--- src/rtl/cal_seq_pkg.sv ---
package cal_seq_pkg;
  typedef enum logic [2:0] {
    ST_IDLE,
    ST_GO,
    ST_RUN,
    ST_CALC,
    ST_DONE
  } cal_state_e;
endpackage

--- src/rtl/cal_sync.sv ---
module cal_sync #(
  parameter int STAGES = 2
) (
  input  logic clk,
  input  logic rst_n,
  input  logic d,
  output logic q
);
  logic [STAGES-1:0] chain;
  always_ff @(posedge clk or negedge rst_n) begin
    if (!rst_n) chain <= '0;
    else        chain <= {chain[STAGES-2:0], d};
  end
  assign q = chain[STAGES-1];
endmodule

--- src/rtl/cal_sar_engine.sv ---
module cal_sar_engine #(
  parameter int W  = 6,
  parameter int CW = 5
) (
  input  logic          clk,
  input  logic          rst_n,
  input  logic          go,
  input  logic          cmp,
  input  logic [CW-1:0] wait_len,
  output logic [W-1:0]  trial,
  output logic          fin
);
  localparam logic [W-1:0] TOP_BIT = {1'b1, {(W-1){1'b0}}};

  logic [W-1:0]  mask_q, trial_q, kept;
  logic [CW-1:0] cnt_q;
  logic          run_q, fin_q;

  // keep the bit under test only when the comparator says the code is not too high
  assign kept = cmp ? trial_q : (trial_q & ~mask_q);

  always_ff @(posedge clk or negedge rst_n) begin
    if (!rst_n) begin
      mask_q  <= '0;
      trial_q <= '0;
      cnt_q   <= '0;
      run_q   <= 1'b0;
      fin_q   <= 1'b0;
    end else begin
      fin_q <= 1'b0;
      if (go) begin
        run_q   <= 1'b1;
        mask_q  <= TOP_BIT;
        trial_q <= TOP_BIT;
        cnt_q   <= '0;
      end else if (run_q) begin
        if (cnt_q == wait_len) begin
          cnt_q <= '0;
          if (mask_q[0]) begin
            run_q   <= 1'b0;
            fin_q   <= 1'b1;
            trial_q <= kept;
          end else begin
            mask_q  <= mask_q >> 1;
            trial_q <= kept | (mask_q >> 1);
          end
        end else begin
          cnt_q <= cnt_q + 1'b1;
        end
      end
    end
  end

  assign trial = trial_q;
  assign fin   = fin_q;
endmodule

--- src/rtl/cal_err_bank.sv ---
module cal_err_bank #(
  parameter int N_MSB   = 6,
  parameter int FINE_W  = 11,
  parameter int ERR_W   = 20,
  parameter int SEL_W   = 3,
  parameter int SUB_MID = 32
) (
  input  logic                    clk,
  input  logic                    rst_n,
  input  logic                    clr,
  input  logic                    wr,
  input  logic [SEL_W-1:0]        stage,
  input  logic [FINE_W-1:0]       res_a,
  input  logic [FINE_W-1:0]       res_b,
  input  logic [SEL_W-1:0]        rd_idx,
  output logic signed [ERR_W-1:0] rd_err,
  output logic signed [ERR_W-1:0] dummy_err
);
  localparam logic signed [ERR_W-1:0] MID2 = ERR_W'(2 * SUB_MID);

  logic signed [ERR_W-1:0] err_q [N_MSB+1];
  logic signed [ERR_W-1:0] sum_q;
  logic signed [ERR_W-1:0] a_s, b_s, dummy_val, msb_val;

  assign a_s       = $signed(ERR_W'(res_a));
  assign b_s       = $signed(ERR_W'(res_b));
  assign dummy_val = -((a_s + b_s - MID2) >>> 1);
  assign msb_val   = sum_q - (a_s - b_s);

  always_ff @(posedge clk or negedge rst_n) begin
    if (!rst_n)                                 sum_q <= '0;
    else if (clr)                               sum_q <= '0;
    else if (wr && stage != '0)                 sum_q <= sum_q + msb_val;
  end

  for (genvar g = 0; g <= N_MSB; g++) begin : g_entry
    if (g == 0) begin : g_dummy
      always_ff @(posedge clk or negedge rst_n) begin
        if (!rst_n)                             err_q[g] <= '0;
        else if (wr && stage == SEL_W'(g))      err_q[g] <= dummy_val;
      end
    end else begin : g_msb
      always_ff @(posedge clk or negedge rst_n) begin
        if (!rst_n)                             err_q[g] <= '0;
        else if (wr && stage == SEL_W'(g))      err_q[g] <= msb_val;
      end
    end
  end

  always_comb begin
    rd_err = '0;
    for (int i = 0; i <= N_MSB; i++)
      if (rd_idx == SEL_W'(i)) rd_err = err_q[i];
  end

  assign dummy_err = err_q[0];
endmodule

--- src/rtl/cal_seq_top.sv ---
module cal_seq_top #(
  parameter int SUB_W    = 6,
  parameter int LSB_W    = 8,
  parameter int CAL_W    = 3,
  parameter int N_MSB    = 6,
  parameter int SETTLE_W = 4,
  parameter int ERR_W    = 20,
  parameter int SEL_W    = 3
) (
  input  logic                            clk,
  input  logic                            rst_n,
  input  logic                            start,
  input  logic [SETTLE_W-1:0]             settle_cycles,
  input  logic                            cmp_async,
  output logic                            busy,
  output logic                            done,
  output logic [SEL_W-1:0]                meas_sel,
  output logic                            phase_b,
  output logic [SUB_W-1:0]                sub_code,
  output logic [LSB_W+CAL_W-1:0]          fine_code,
  input  logic [SEL_W-1:0]                rd_idx,
  output logic signed [ERR_W-1:0]         rd_err
);
  import cal_seq_pkg::*;

  localparam int FINE_W  = LSB_W + CAL_W;
  localparam int WAIT_W  = SETTLE_W + 1;
  localparam int SUB_MID = 1 << (SUB_W - 1);
  localparam int SYNC_N  = 2;

  cal_state_e            state_q;
  logic [SEL_W-1:0]      stage_q;
  logic                  ph_q;
  logic [FINE_W-1:0]     ra_q, rb_q;
  logic                  cmp_s;
  logic [WAIT_W-1:0]     wait_len;
  logic                  sub_go, fine_go, sub_fin, fine_fin, cur_fin;
  logic [SUB_W-1:0]      sub_trial, sub_hold;
  logic [FINE_W-1:0]     fine_trial, cur_res;
  logic                  clr, wr;
  logic signed [ERR_W-1:0] dummy_err, hold_w;

  cal_sync #(.STAGES(SYNC_N)) u_sync (
    .clk(clk), .rst_n(rst_n), .d(cmp_async), .q(cmp_s)
  );

  assign wait_len = WAIT_W'(settle_cycles) + WAIT_W'(SYNC_N);
  assign sub_go   = (state_q == ST_GO) && (stage_q == '0);
  assign fine_go  = (state_q == ST_GO) && (stage_q != '0);

  cal_sar_engine #(.W(SUB_W), .CW(WAIT_W)) u_sub_sar (
    .clk(clk), .rst_n(rst_n), .go(sub_go), .cmp(cmp_s),
    .wait_len(wait_len), .trial(sub_trial), .fin(sub_fin)
  );

  cal_sar_engine #(.W(FINE_W), .CW(WAIT_W)) u_fine_sar (
    .clk(clk), .rst_n(rst_n), .go(fine_go), .cmp(cmp_s),
    .wait_len(wait_len), .trial(fine_trial), .fin(fine_fin)
  );

  assign cur_fin = (stage_q == '0) ? sub_fin : fine_fin;
  assign cur_res = (stage_q == '0) ? FINE_W'(sub_trial) : fine_trial;
  assign clr     = (state_q == ST_IDLE) && start;
  assign wr      = (state_q == ST_CALC);

  always_ff @(posedge clk or negedge rst_n) begin
    if (!rst_n) begin
      state_q <= ST_IDLE;
      stage_q <= '0;
      ph_q    <= 1'b0;
      ra_q    <= '0;
      rb_q    <= '0;
    end else begin
      case (state_q)
        ST_IDLE: if (start) begin
          stage_q <= '0;
          ph_q    <= 1'b0;
          state_q <= ST_GO;
        end
        ST_GO:   state_q <= ST_RUN;
        ST_RUN:  if (cur_fin) begin
          if (!ph_q) begin
            ra_q    <= cur_res;
            ph_q    <= 1'b1;
            state_q <= ST_GO;
          end else begin
            rb_q    <= cur_res;
            state_q <= ST_CALC;
          end
        end
        ST_CALC: begin
          if (stage_q == SEL_W'(N_MSB)) begin
            state_q <= ST_DONE;
          end else begin
            stage_q <= stage_q + 1'b1;
            ph_q    <= 1'b0;
            state_q <= ST_GO;
          end
        end
        default: state_q <= ST_IDLE;
      endcase
    end
  end

  cal_err_bank #(
    .N_MSB(N_MSB), .FINE_W(FINE_W), .ERR_W(ERR_W),
    .SEL_W(SEL_W), .SUB_MID(SUB_MID)
  ) u_bank (
    .clk(clk), .rst_n(rst_n), .clr(clr), .wr(wr), .stage(stage_q),
    .res_a(ra_q), .res_b(rb_q), .rd_idx(rd_idx), .rd_err(rd_err),
    .dummy_err(dummy_err)
  );

  // subtraction DAC parked where it cancels the dummy-source error
  assign hold_w   = ERR_W'(SUB_MID) - dummy_err;
  assign sub_hold = hold_w[SUB_W-1:0];

  assign busy      = (state_q == ST_GO) || (state_q == ST_RUN) || (state_q == ST_CALC);
  assign done      = (state_q == ST_DONE);
  assign meas_sel  = stage_q;
  assign phase_b   = ph_q;
  assign sub_code  = !busy ? '0 : ((stage_q == '0) ? sub_trial : sub_hold);
  assign fine_code = !busy ? '0 : ((stage_q == '0) ? '1 : fine_trial);
endmodule

--- config.mk ---
export PLATFORM = sky130hd
export DESIGN_NAME = cal_seq_top
export DESIGN_NICKNAME = d
export VERILOG_FILES = /design/src/rtl/cal_seq_pkg.sv /design/src/rtl/cal_sync.sv /design/src/rtl/cal_sar_engine.sv /design/src/rtl/cal_err_bank.sv /design/src/rtl/cal_seq_top.sv
export SDC_FILE = /design/constraint.sdc
export NUM_CORES = 1
export LEC_CHECK = 0
export CELL_PAD_IN_SITES_DETAIL_PLACEMENT = 1
export CELL_PAD_IN_SITES_GLOBAL_PLACEMENT = 2
export CORE_MARGIN = 4
export CORE_UTILIZATION = 30
export CTS_CLUSTER_DIAMETER = 50
export CTS_CLUSTER_SIZE = 10
export DETAILED_ROUTE_END_ITERATION = 16
export GPL_ROUTABILITY_DRIVEN = 0
export PLACE_DENSITY_LB_ADDON = 0.05
export SYNTH_ARGS = -nofsm -noshare
export SYNTH_HDL_FRONTEND = slang
export SYNTH_HIERARCHICAL = 1
export SYNTH_SLANG_ARGS = --single-unit
export TNS_END_PERCENT = 5
--- constraint.sdc ---
create_clock -name clk -period 7.7 [get_ports clk]
set_input_delay 0.77 -clock clk [delete_from_list [all_inputs] [get_ports clk]]
set_output_delay 0.77 -clock clk [all_outputs]
set_load 0.03 [all_outputs]
# [Yosys cells after proc, flatten, opt, wreduce, memory -nomap -nowiden]
# Index checks and enable logic that the tools add are counted.
[word_totals] input_bits=11 ff_bits=239 out_inout_bits=43 wordCells=167
[classes] n_reduce_logical=33 add_sub_neg=11 bitwise=7 mux=67 n_eq_ne=23
[ops] operator="$mux 20" n=9
[ops] operator="$mux 11" n=12
[ops] operator="$mux 6" n=11
[ops] operator="$mux 5" n=6
[ops] operator="$eq 3x3->1 const B" n=7
[ops] operator="$add 20x20->20" n=1
[ops] operator="$mux 1" n=20
[ops] operator="$neg 19->20" n=1
[ops] operator="$sub 20x20->20" n=1
[ops] operator="$eq 3x2->1 const B" n=6
[ops] operator="$mux 3" n=5
[ops] operator="$reduce_and 3->1" n=5
[ops] operator="$sub 12x7->13 const B" n=1
[ops] operator="$add 11x11->12" n=1
[ops] operator="$pmux 3 s4" n=1
[ops] operator="$reduce_bool 2->1" n=6
[ops] operator="$sub 11x11->12" n=1
[ops] operator="$and 11x11->11" n=1
[ops] operator="$logic_and 1x1->1" n=11
[ops] operator="$not 11->11" n=1
[ops] operator="$or 11x10->11" n=1
[ops] operator="$add 5x1->5 const B" n=2
[ops] operator="$eq 5x5->1" n=2
[ops] operator="$ne 2x2->1 const B" n=5
[ops] operator="16 further kinds" n=24

# [Logic depth before layout (Yosys ltp)]
[logic_depth] ltp_word=8 mapped_depth=30 mapped_depth_nobuf=30

# [Modules after synthesis]
# Netlist, hierarchy kept.
[by_module_without_submodules] module="cal_err_bank" seq_area_each_um2=4003.8 n_inst=1 area_per_inst_um2=10279.9 cells_each=1169
[by_module_without_submodules] module="cal_seq_top" seq_area_each_um2=725.7 n_inst=1 area_per_inst_um2=1682.9 cells_each=180
[by_module_without_submodules] module="cal_sar_engine at u_fine_sar" seq_area_each_um2=725.7 n_inst=1 area_per_inst_um2=1395.1 cells_each=121
[by_module_without_submodules] module="cal_sar_engine at u_sub_sar" seq_area_each_um2=475.5 n_inst=1 area_per_inst_um2=949.7 cells_each=92
[by_module_without_submodules] module="cal_sync" seq_area_each_um2=50.0 n_inst=1 area_per_inst_um2=50.0 cells_each=2

# [Least setup slack after synthesis]
# OpenSTA, ideal clock, no wires.
[synth_path] kind="register to register" start="reg ra_q[0]" end="reg u_bank.sum_q[19]" path_buffers=0 arrival_time_ns=5.418 required_time_ns=7.564 setup_slack_ns=2.146 path_stages_with_launch=30 synth_period_minus_slack_ns=5.554 setup_time_ns=0.136 path_cell_list="dfrtp_1 -> inv_1 -> ha_1 -> inv_1 -> fa_1 -> a21o_1 -> a21oi_1 -> o21bai_1 -> a21oi_1 -> o21bai_1 -> a21oi_1 -> xnor2_1 -> ha_1 -> a21o_1 -> a21o_1 -> o41a_1 -> a21oi_1 -> nor2_1 -> o21ai_1 -> inv_1 -> ha_1 -> nand3_1 -> nor3b_1 -> a211o_1 -> a211oi_1 -> o21ai_0 -> a41oi_1 -> xor2_1 -> a21o_1 -> a21oi_1"
[synth_via] elab_chain_cells=5
[synth_lines] item="from (decl)" line_no="cal_seq_top.sv:34" source="logic [FINE_W-1:0] ra_q, rb_q;"
[synth_lines] item="from (signal assigned)" line_no="cal_seq_top.sv:83" source="ra_q <= cur_res;"
[synth_lines] item="$sub 11x11->12" line_no="cal_err_bank.sv:28" source="assign msb_val = sum_q - (a_s - b_s);"
[synth_lines] item="$sub 20x20->20" line_no="cal_err_bank.sv:28"
[synth_lines] item="net u_bank.msb_val[12]" line_no="cal_err_bank.sv:23" source="logic signed [ERR_W-1:0] a_s, b_s, dummy_val, msb_val;"
[synth_lines] item="$add 20x20->20" line_no="cal_err_bank.sv:33" source="else if (wr && stage != '0) sum_q <= sum_q + msb_val;"
[synth_lines] item="$mux 20" line_no="cal_err_bank.sv:33"
[synth_lines] item="$mux 20" line_no="cal_err_bank.sv:32" source="else if (clr) sum_q <= '0;"
[synth_lines] item="to (signal assigned)" line_no="cal_err_bank.sv:33"
[synth_lines] item="to (decl)" line_no="cal_err_bank.sv:22" source="logic signed [ERR_W-1:0] sum_q;"
# The timed path passes the listed nets, and every way through them passes these cells. The select of a mux whose other input is x is not followed.
# A chain may end at the register's enable or synchronous reset.

# [Worst setup path in the final report]
# Ends and elaborated chain as after synthesis.

==> impl_metrics.sql <==
INSERT INTO impl_metrics (metric_group, metric, value, unit) VALUES
('route', 'firstDrtPassIters', '5', ''),
('floorplan', 'ioPinCount', '54', ''),
('clock_tree', 'clock_path_buffers', '3', ''),
('clock_tree', 'hold_buffers', '0', ''),
('floorplan', 'die_y', '226.0', 'microns'),
('synth', 'post_synth_instance_area', '0.01425', 'sq mm'),
('route', 'wl', '45.60', 'mm'),
('placed_design', 'io_buffers', '53', ''),
('route', 'drt-vias-per-instance', '5.134', ''),
('critical_path', 'setup.worst_path.end_class', 'flop', ''),
('power_and_ir_drop', 'irDropWorstVdd', '0.2114', 'mV'),
('global_route', 'grt_start_max_net_pins', '145', ''),
('synth', 'mean_post_synth_cell_area', '9.195', 'sq um'),
('power_and_ir_drop', 'leakage', '7.587', 'nW'),
('clock_tree', 'h_tree_level_count', '2', ''),
('finish', 'design.final.nets', '1680', ''),
('power_and_ir_drop', 'power_density', '479.2', 'mW/mm^2'),
('timing', 'report.final.setup_viol', '0', ''),
('clock_tree', 'post_cts_resized', '0', ''),
('global_route', 'globalRoute.totalOverflow', '0', ''),
('min_path', 'timing.hold.worst.class', 'primary input to asynchronous set/reset pin', ''),
('floorplan', 'placementRows', '79', ''),
('clock_tree', 'numCtsBuffers', '41', ''),
('timing', 'slew_violations', '0', ''),
('outcome', 'outcome', 'complete, no violations', ''),
('timing', 'slew_headroom', '0.2510', ''),
('timing', 'fin_crit_sh', '0.8407', ''),
('finish', 'antenna-diode-count', '0', ''),
('critical_path', 'timing.critical_path.fanout_max', '7', ''),
('flow_run', 'max_cap_viol_count', '0', ''),
('route', 'routed-via-count', '11410', ''),
('timing', 'hold_viol', '0', ''),
('critical_path', 'worst_setup_sp_type', 'flop', ''),
('timing', 'finalSetupTns', '0', 'ns'),
('timing', 'fin_crit', '6.473', 'ns'),
('floorplan', 'start_util', '0.3048', ''),
('clock_tree', 'cts-root-buf', 'sky130_fd_sc_hd__clkbuf_16', ''),
('floorplan', 'die_width', '226.0', 'microns'),
('finish', 'layout_common_cells', 'sky130_fd_sc_hd__dfrtp_1 (239), sky130_fd_sc_hd__nand2_1 (235), sky130_fd_sc_hd__o21ai_0 (131), sky130_fd_sc_hd__inv_1 (85), sky130_fd_sc_hd__nor2_1 (84)', ''),
('global_route', 'initial_antenna_violation_count', '0', ''),
('finish', 'final.fill_count', '5332', ''),
('critical_path', 'timing.critical_path.arrival', '6.93', 'ns'),
('global_route', 'vias_in_the_first_global_route', '12080', ''),
('critical_path', 'cp_slowest_stage_delay', '0.46', 'ns'),
('floorplan', 'die_area', '0.05106', 'sq mm'),
('timing', 'final.hold.worst_slack', '0.2724', 'ns'),
('clock_tree', 'cts_tree', 'done', ''),
('synth', 'postSynthCellCount', '1550', ''),
('route', 'remaining_drc_errors', '0', ''),
('clock_tree', 'cts.clk_slew.worst_paths', '0.05', 'ns'),
('critical_path', 'critical-path-top-cell-by-count', 'sky130_fd_sc_hd__a21oi_1', ''),
('critical_path', 'worstSetupPathType', 'flop to flop', ''),
('timing', 'clock-skew-final', '0.01941', 'ns'),
('floorplan', 'floorplan.core_area', '0.04675', 'sq mm'),
('timing', 'grt_setup_unrepaired', 'no', ''),
('finish', 'drive_gt1_frac', '0.1170', ''),
('clock_tree', 'clock_insertion_delay_worst_skew', '0.55', 'ns'),
('global_route', 'grt_use_total', '0.1813', ''),
('clock_tree', 'post-cts-setup-buffer-count', '0', ''),
('synth', 'syn_nets', '1644', ''),
('placed_design', 'dpl.hpwl', '31.56', 'mm'),
('synth', 'yosys_warnings', '6', ''),
('route', 'drtIter0Drc', '510', ''),
('critical_path', 'crit_required', '8.16', 'ns'),
('timing', 'transition_time_at_the_pin_with_the_least_slew_margin', '1.115', 'ns'),
('clock_tree', 'numClockSinks', '239', ''),
('route', 'route.detailed.wl_per_inst', '20.51', 'microns'),
('finish', 'layout_commonest_cell', 'sky130_fd_sc_hd__dfrtp_1', ''),
('route', 'drtAntennaViolNets', '0', ''),
('timing', 'max_freq', '0.1545', 'GHz'),
('global_route', 'grt_first_pass_wirelength', '72.68', 'mm'),
('finish', 'syn2layout_area_growth', '18.14', '%'),
('critical_path', 'crit_path_top_delay_cell', 'sky130_fd_sc_hd__o41a_1', '');
==> where the power goes <==
group	internal (W)	switching (W)
Combinational	0.00150	0.00265
Sequential	0.00165	0.000315
Clock	0.00128	0.000670
==> final timing paths <==
| check | depth (start not counted) | endpoint | from | slack [ns] |
|---|---|---|---|---|
| min in group clk | 0 | u_sync/chain[1] | u_sync/chain[0] | 0.34 |
| max in group asynchronous | 2 | u_fine_sar/trial[3] | rst_n | 6.09 |
| worst max-delay path | 29 | u_bank/sum_q[19] | ra_q[0] | 1.23 |
| worst min-delay path | 1 | u_bank/err_q[97] | rst_n | 0.27 |
| worst min register to register | 0 | u_sync/chain[1] | u_sync/chain[0] | 0.34 |
| worst max register to register | 29 | u_bank/sum_q[19] | ra_q[0] | 1.23 |
==> per-stage QoR <==
step | util | instances | total power, W | cell area (sq um) | setup slack, ns
final | 0.3601 | 2223 | 0.008068 | 16840 | 1.227
after global routing | 0.3601 | 2223 | 0.008751 | 16840 | 0.5863
after CTS | 0.3601 | 2223 | 0.008193 | 16840 | 1.115
after detailed placement | 0.3290 | 2150 | 0.006162 | 15380 | 1.141
after global placement | 0.3290 | 2150 | 0.006115 | 15380 | 1.277
after floorplan | - | 1550 | 0.004799 | 14250 | 2.146
==> routing by layer <==
metal,part of all wire,track usage,up-vias
li1,-,-,5558
met1,0.50,0.2580,5691
met2,0.46,0.2907,112
met3,0.026,0.02665,52
met4,0.020,0.04624,0
met5,0,0,-
==> cell type report <==
class | count | area [sq um] | share of cell area
Multi-Input combinational cell | 1143 | 7606 | 0.4517
Sequential cell | 239 | 5981 | 0.3552
Clock buffer | 52 | 1139 | 0.06762
Tap cell | 607 | 759.5 | 0.04511
Timing Repair Buffer | 76 | 715.7 | 0.04251
Inverter | 85 | 319.1 | 0.01895
Clock inverter | 21 | 317.8 | 0.01887
==> critical path: cells and delay by family (launching register included) <==
| kind | cells | cell delay [ns] |
|---|---|---|
| xor gates and xnor gates | 2 | 0.40 |
| AOI/OAI and AO/OA | 16 | 3.72 |
| DFF | 1 | 0.40 |
| buffers and inverters | 3 | 0.23 |
| adders and majority gates | 4 | 1.25 |
| and+or+nand+nor | 4 | 0.38 |
==> sequential cells by signal, indices dropped and copies added (netlist names) <==
signal,count
u_fine_sar/trial,11
u_fine_sar/cnt_q,5
phase_b,1
u_bank/dummy_err,20
u_fine_sar/fin,1
state_q,3
u_sync/chain,2
u_fine_sar/run_q,1
u_fine_sar/mask_q,11
u_bank/err_q,120
u_sub_sar/mask_q,6
u_sub_sar/fin,1
meas_sel,3
u_sub_sar/run_q,1
u_bank/sum_q,20
u_sub_sar/cnt_q,5
rb_q,11
ra_q,11
u_sub_sar/trial,6
(Power assumes the default switching activity.)
